<file path="src/rtl/rsqrt_seed_pkg.sv">
package rsqrt_seed_pkg;
  localparam int WORD_W     = 32;
  localparam int EXP_W      = 8;
  localparam int FRAC_W     = 23;
  localparam int SEED_W     = 8;
  localparam int IDX_FRAC_W = 6;
  localparam int IDX_W      = IDX_FRAC_W + 1;
  localparam int PAIRS      = 1 << IDX_FRAC_W;
  localparam int LOW_ZERO_W = FRAC_W - SEED_W;

  localparam logic [EXP_W-1:0]  EXP_TOP      = 8'd189;
  localparam logic [WORD_W-1:0] QNAN_WORD    = 32'h7FC0_0000;
  localparam logic [WORD_W-1:0] SQRTNAN_WORD = 32'h7FC0_0004;
  localparam logic [WORD_W-2:0] INF_MAG      = 31'h7F80_0000;

  typedef enum logic [2:0] {
    SEL_SEED,
    SEL_QNAN,
    SEL_INF,
    SEL_SQRTNAN,
    SEL_ZERO
  } selE;

  typedef struct packed {
    logic load;
    selE  sel;
    logic flagInv;
  } ctrlS;
endpackage

</file>
<file path="src/rtl/rsqrt_seed_ctrl.sv">
module rsqrt_seed_ctrl
  import rsqrt_seed_pkg::*;
(
  input  logic              inValid,
  input  logic [WORD_W-1:0] operand,
  output ctrlS              ctrl
);
  logic [EXP_W-1:0]  expF;
  logic [FRAC_W-1:0] fracF;
  logic              neg;
  logic              expMax;
  logic              isNan;
  logic              isSnan;
  logic              isInf;
  logic              isZeroDen;

  assign neg       = operand[WORD_W-1];
  assign expF      = operand[WORD_W-2:FRAC_W];
  assign fracF     = operand[FRAC_W-1:0];
  assign expMax    = &expF;
  assign isNan     = expMax && (|fracF);
  assign isSnan    = isNan && !fracF[FRAC_W-1];
  assign isInf     = expMax && !(|fracF);
  assign isZeroDen = (expF == '0);

  always_comb begin
    ctrl.load    = inValid;
    ctrl.flagInv = isSnan || (!isNan && !isZeroDen && neg);
    if (isNan)          ctrl.sel = SEL_QNAN;
    else if (isZeroDen) ctrl.sel = SEL_INF;
    else if (neg)       ctrl.sel = SEL_SQRTNAN;
    else if (isInf)     ctrl.sel = SEL_ZERO;
    else                ctrl.sel = SEL_SEED;
  end
endmodule

</file>
<file path="src/rtl/rsqrt_seed_dp.sv">
module rsqrt_seed_dp
  import rsqrt_seed_pkg::*;
(
  input  logic                  clk,
  input  logic                  rstN,
  input  ctrlS                  ctrl,
  input  logic                  signIn,
  input  logic [EXP_W-1:0]      expIn,
  input  logic [IDX_FRAC_W-1:0] fracTop,
  output logic                  validQ,
  output logic [WORD_W-1:0]     resultQ,
  output logic                  invalidQ
);
  // Each table pair is {2h+1, 2h}; only h is stored, the even/odd entry
  // is rebuilt from the low index bit.
  localparam logic [SEED_W-2:0] HALF_TAB [PAIRS] = '{
    7'd126, 7'd122, 7'd119, 7'd115, 7'd112, 7'd108, 7'd105, 7'd102,
    7'd100, 7'd97,  7'd94,  7'd92,  7'd89,  7'd87,  7'd84,  7'd82,
    7'd80,  7'd78,  7'd76,  7'd74,  7'd72,  7'd70,  7'd68,  7'd66,
    7'd65,  7'd63,  7'd61,  7'd60,  7'd58,  7'd57,  7'd55,  7'd54,
    7'd51,  7'd49,  7'd46,  7'd44,  7'd41,  7'd39,  7'd37,  7'd35,
    7'd33,  7'd31,  7'd29,  7'd27,  7'd26,  7'd24,  7'd22,  7'd21,
    7'd19,  7'd18,  7'd16,  7'd15,  7'd13,  7'd12,  7'd11,  7'd9,
    7'd8,   7'd7,   7'd6,   7'd5,   7'd4,   7'd3,   7'd2,   7'd1
  };

  logic [EXP_W-1:0]  expM1;
  logic [IDX_W-1:0]  tabIdx;
  logic [SEED_W-1:0] seedSig;
  logic [EXP_W-1:0]  seedExp;
  logic [WORD_W-1:0] seedWord;
  logic [WORD_W-1:0] nextWord;

  assign expM1    = expIn - 1'b1;
  assign tabIdx   = {expM1[0], fracTop};
  assign seedSig  = {HALF_TAB[tabIdx[IDX_W-1:1]], ~tabIdx[0]};
  assign seedExp  = EXP_TOP - {1'b0, expM1[EXP_W-1:1]};
  assign seedWord = {signIn, seedExp, seedSig, {LOW_ZERO_W{1'b0}}};

  always_comb begin
    case (ctrl.sel)
      SEL_QNAN:    nextWord = QNAN_WORD;
      SEL_INF:     nextWord = {signIn, INF_MAG};
      SEL_SQRTNAN: nextWord = SQRTNAN_WORD;
      SEL_ZERO:    nextWord = '0;
      default:     nextWord = seedWord;
    endcase
  end

  always_ff @(posedge clk) begin
    if (!rstN) begin
      validQ   <= 1'b0;
      resultQ  <= '0;
      invalidQ <= 1'b0;
    end else begin
      validQ <= ctrl.load;
      if (ctrl.load) begin
        resultQ  <= nextWord;
        invalidQ <= ctrl.flagInv;
      end
    end
  end
endmodule

</file>
<file path="src/rtl/rsqrt_seed.sv">
module rsqrt_seed
  import rsqrt_seed_pkg::*;
(
  input  logic              clk,
  input  logic              rstN,
  input  logic              inValid,
  input  logic [WORD_W-1:0] inOperand,
  output logic              outValid,
  output logic [WORD_W-1:0] outResult,
  output logic              outInvalid
);
  ctrlS ctrl;

  rsqrt_seed_ctrl u_ctrl (
    .inValid (inValid),
    .operand (inOperand),
    .ctrl    (ctrl)
  );

  rsqrt_seed_dp u_dp (
    .clk      (clk),
    .rstN     (rstN),
    .ctrl     (ctrl),
    .signIn   (inOperand[WORD_W-1]),
    .expIn    (inOperand[WORD_W-2:FRAC_W]),
    .fracTop  (inOperand[FRAC_W-1:FRAC_W-IDX_FRAC_W]),
    .validQ   (outValid),
    .resultQ  (outResult),
    .invalidQ (outInvalid)
  );
endmodule

</file>
<file path="config.mk">
export PLATFORM = sky130hd
export DESIGN_NAME = rsqrt_seed
export DESIGN_NICKNAME = d
export VERILOG_FILES = /design/src/rtl/rsqrt_seed_pkg.sv /design/src/rtl/rsqrt_seed_ctrl.sv /design/src/rtl/rsqrt_seed_dp.sv /design/src/rtl/rsqrt_seed.sv
export SDC_FILE = /design/constraint.sdc
export NUM_CORES = 1
export LEC_CHECK = 0
export ABC_AREA = 0
export ABC_CLOCK_PERIOD_IN_PS = 5110
export BUFFER_PORTS_ARGS = -buffer_cell sky130_fd_sc_hd__buf_2
export CAP_MARGIN = 20
export CORE_ASPECT_RATIO = 0.75
export CORE_MARGIN = 10
export CORE_UTILIZATION = 44
export DETAILED_ROUTE_END_ITERATION = 8
export HOLD_SLACK_MARGIN = 0.03
export PLACE_DENSITY = 0.81
export SLEW_MARGIN = 10
export SYNTH_ARGS = -nofsm -noshare
export SYNTH_HDL_FRONTEND = slang
export SYNTH_SLANG_ARGS = --single-unit
</file>
<file path="constraint.sdc">
create_clock -name clk -period 5.11 [get_ports clk]
set_input_delay 0.2555 -clock clk [delete_from_list [all_inputs] [get_ports clk]]
set_output_delay 0.2555 -clock clk [all_outputs]
set_load 0.005 [all_outputs]
</file>
==> key figures <==
Finish
  • Final instance area: 2090 µm²
  • Fraction of layout cells with a size suffix above 1: 24.5%
  • N_diodes: 0
  • Syn-to-layout area delta: 14.9%
  • Register area: 400 µm²
  • Area of the multi-input gates: 1260 µm²
  • Filler instances: 418
  • Final std cells w/o fill: 333
  • Net count, final: 325

STA
  • Final hold violations: 0
  • Worst hold slack: 0.224 ns
  • Final setup TNS: 0 ns
  • RSZ-0062 raised after global routing: no
  • FMAX: 437 MHz
  • Max Slew Vio Count: 0
  • Skew final: 0 ns
  • Final Setup Violations: 0
  • Fin crit period: 2.29 ns
  • Worst Max-Slew Pin Slew: 0.973 ns
  • Worst slew margin: 35.0%
  • Final Cycle Share: 44.8%

Pwr
  • Sw Pwr: 130 µW
  • Comb pwr share: 30.8%
  • Sw Share: 30.9%
  • P_int: 290 µW
  • VDD IR max: 0.000133 V
  • Clock Power Share: 28.3%
  • Pwr dens: 201 nW/µm²
  • Leak pwr: 0.000947 µW
  • Reg power frac: 40.9%

Placement
  • Final GP Congestion: 0.885
  • Placed Cells: 329
  • I/O Buffers: 54
  • Placed inst area: 2030 µm²
  • Final HPWL from detailed placement: 4190 µm

Clock network
  • CTS Hold Bufs: 0
  • Setup bufs post-CTS: 0
  • CTS root buf: clkbuf_8
  • CTS sink count: 20
  • CTS Buffer Depth: 2
  • Clk_lat worst skew: 0.26 ns
  • Clk pin slew, worst setup/hold paths: 0.07 ns
  • H-tree depth: 1
  • Post-cts gate resize count: 0
  • CTS tree: done
  • Num CTS Buffers: 3

Synth
  • Prevailing post-synth register cell: dfxtp_1
  • Post-synth cell types: 54
  • Synth Instances: 236
  • Synth area leaders: dfxtp_1 22%, ha_1 7.6%, buf_4 5.8%
  • Async set-reset flop share out of synthesis: 0%
  • Share of the synthesized area in the top cell type: 22.0%
  • Most instantiated cells after synthesis: 21 x nor2_1, 20 x dfxtp_1, 19 x o21ai_0, 18 x nand2_1, 17 x a21oi_1
  • Post-synthesis sequential area ratio: 22.0%
  • Mapped cell area: 1820 µm²
  • EDFF count, synth: 0
  • Count leader, synth: nor2_1
  • #FFs+latches synth: 20
  • Dominant cell type by area after synthesis: dfxtp_1
  • YS warnings: 0
  • Average size of a mapped cell: 7.70 µm²

Worst setup path
  • Critical Path Slowest Stage Cell: or4b_1
  • Crit end category: flop
  • Crit path DAT: 2.44 ns
  • Startpoint type of the worst setup path: input port
  • CP max FO: 13
  • Critical-path cell list: buf_2 -> inv_1 -> ha_1 -> or3b_4 -> or4b_1 -> nand3_1 -> nand2_1 -> xnor2_1 -> a221o_2
  • Worst endpoint required time: 5.26 ns
  • CP Class: input port to flop
  • Worst path max stage delay: 0.46 ns

Routing
  • # DRC: 0
  • Drt wl/cell: 15.6 µm
  • DRT antenna net count: 0
  • Total length of routed wires: 5200 µm
  • TritonRoute pass-1 iters: 4
  • Vias: 1821
  • Iter 0 DRT Violations: 101
  • Vias per cell: 5.47

Outcome
  • Status: finished, final reports clean

Global routing
  • Global-route wire length before repair: 8160 µm
  • Initial antenna violation count: 0
  • Overflow after GRT: 0
  • Number of global-route vias before repair: 1707
  • Largest net degree at the start of global routing: 35
  • Total track usage: 13.8%

Floorplan
  • Die Span X: 94.2 µm
  • Initial core utilization: 45.1%
  • Die H: 75.7 µm
  • Die area: 7130 µm²
  • I/O Pins: 69
  • CORE AREA: 4030 µm²
  • FP Rows: 20

Flow run
  • Max-Cap Viols: 0

Hold path
  • Hold crit path type: input port to flop
[flip-flops by register name, summed over array words and instances (netlist names)]
register	cells
u_dp.invalidQ	1
u_dp.resultQ	18
u_dp.validQ	1
[through the flow]
stage          total power (µW)  worst slack, ns  util [%]
6_report                    420             2.82      51.8
5_1_grt                     443             2.69      51.8
4_1_cts                     418             2.84      51.8
3_5_place_dp                303             2.57      50.5
3_3_place_gp                299             2.62      50.5
2_1_floorplan               265             2.71         -
[layout by cell type (no fill, tap or decap), types with 5 or more instances in the layout]
| cell | Yosys | final |
|---|---|---|
| o21ai_0 | 19 | 19 |
| xnor2_1 | 6 | 6 |
| a22o_1 | 5 | 5 |
| nand2_1 | 18 | 18 |
| conb_1 | 1 | 14 |
| a21oi_1 | 17 | 17 |
| buf_2 | 7 | 54 |
| inv_1 | 9 | 9 |
| nand2b_1 | 6 | 6 |
| nor3_1 | 5 | 5 |
| nor2_1 | 21 | 21 |
| xor2_1 | 5 | 5 |
| ha_1 | 11 | 11 |
| dfxtp_1 | 20 | 20 |
| nand3_1 | 9 | 9 |
[metal layers]
layer / part of all wire (%) / track usage (%)
met1: 48 / 20.2
met2: 44 / 20.3
met4: 1.1 / 4.37
met3: 6.9 / 1.87
met5: 0 / 0
[final timing paths]
check	start	end	slack [ns]	cells past startpoint
setup / recovery	inOperand[23]	u_dp.resultQ[28]	2.82	9
hold / removal	inOperand[17]	u_dp.resultQ[15]	0.22	2
setup reg to reg	u_dp.resultQ[28]	u_dp.resultQ[28]	4.34	1
hold reg to reg	u_dp.resultQ[15]	u_dp.resultQ[15]	0.46	2
[worst max-delay path, delay by kind of cell]
kind | cells | cell delay (ns)
simple gates | 4 | 1.04
fa+ha+maj | 1 | 0.26
buf+inv | 2 | 0.37
xor+xnor | 1 | 0.14
compound gates | 1 | 0.36
[final cells by class]
| class | instances | share of cell area, % |
|---|---|---|
| inverters | 9 | 1.62 |
| multi-input cells | 191 | 60.3 |
| repair buffers | 54 | 12.9 |
| well taps | 55 | 3.30 |
| flip-flops and latches | 20 | 19.2 |
| clock buffers | 4 | 2.64 |
[power groups by stage]
stage	Sequential (µW)	Clock, µW	Combinational [µW]
2_1_floorplan	176	0	89.1
3_3_place_gp	175	0	124
3_5_place_dp	175	0	128
4_1_cts	172	118	128
5_1_grt	173	125	145
6_report	172	119	129
[cell families after synthesis]
group                      share of synthesized area (%)
AOI/OAI and AO/OA                                   24.2
xor gates and xnor gates                            5.30
adders and majority gates                           7.58
buffers and inverters                               11.3
DFF                                                 22.0
muxes                                               5.99
other                                              0.206
and+or+nand+nor                                     23.4
Note: power is estimated with default switching activity, not from simulation.
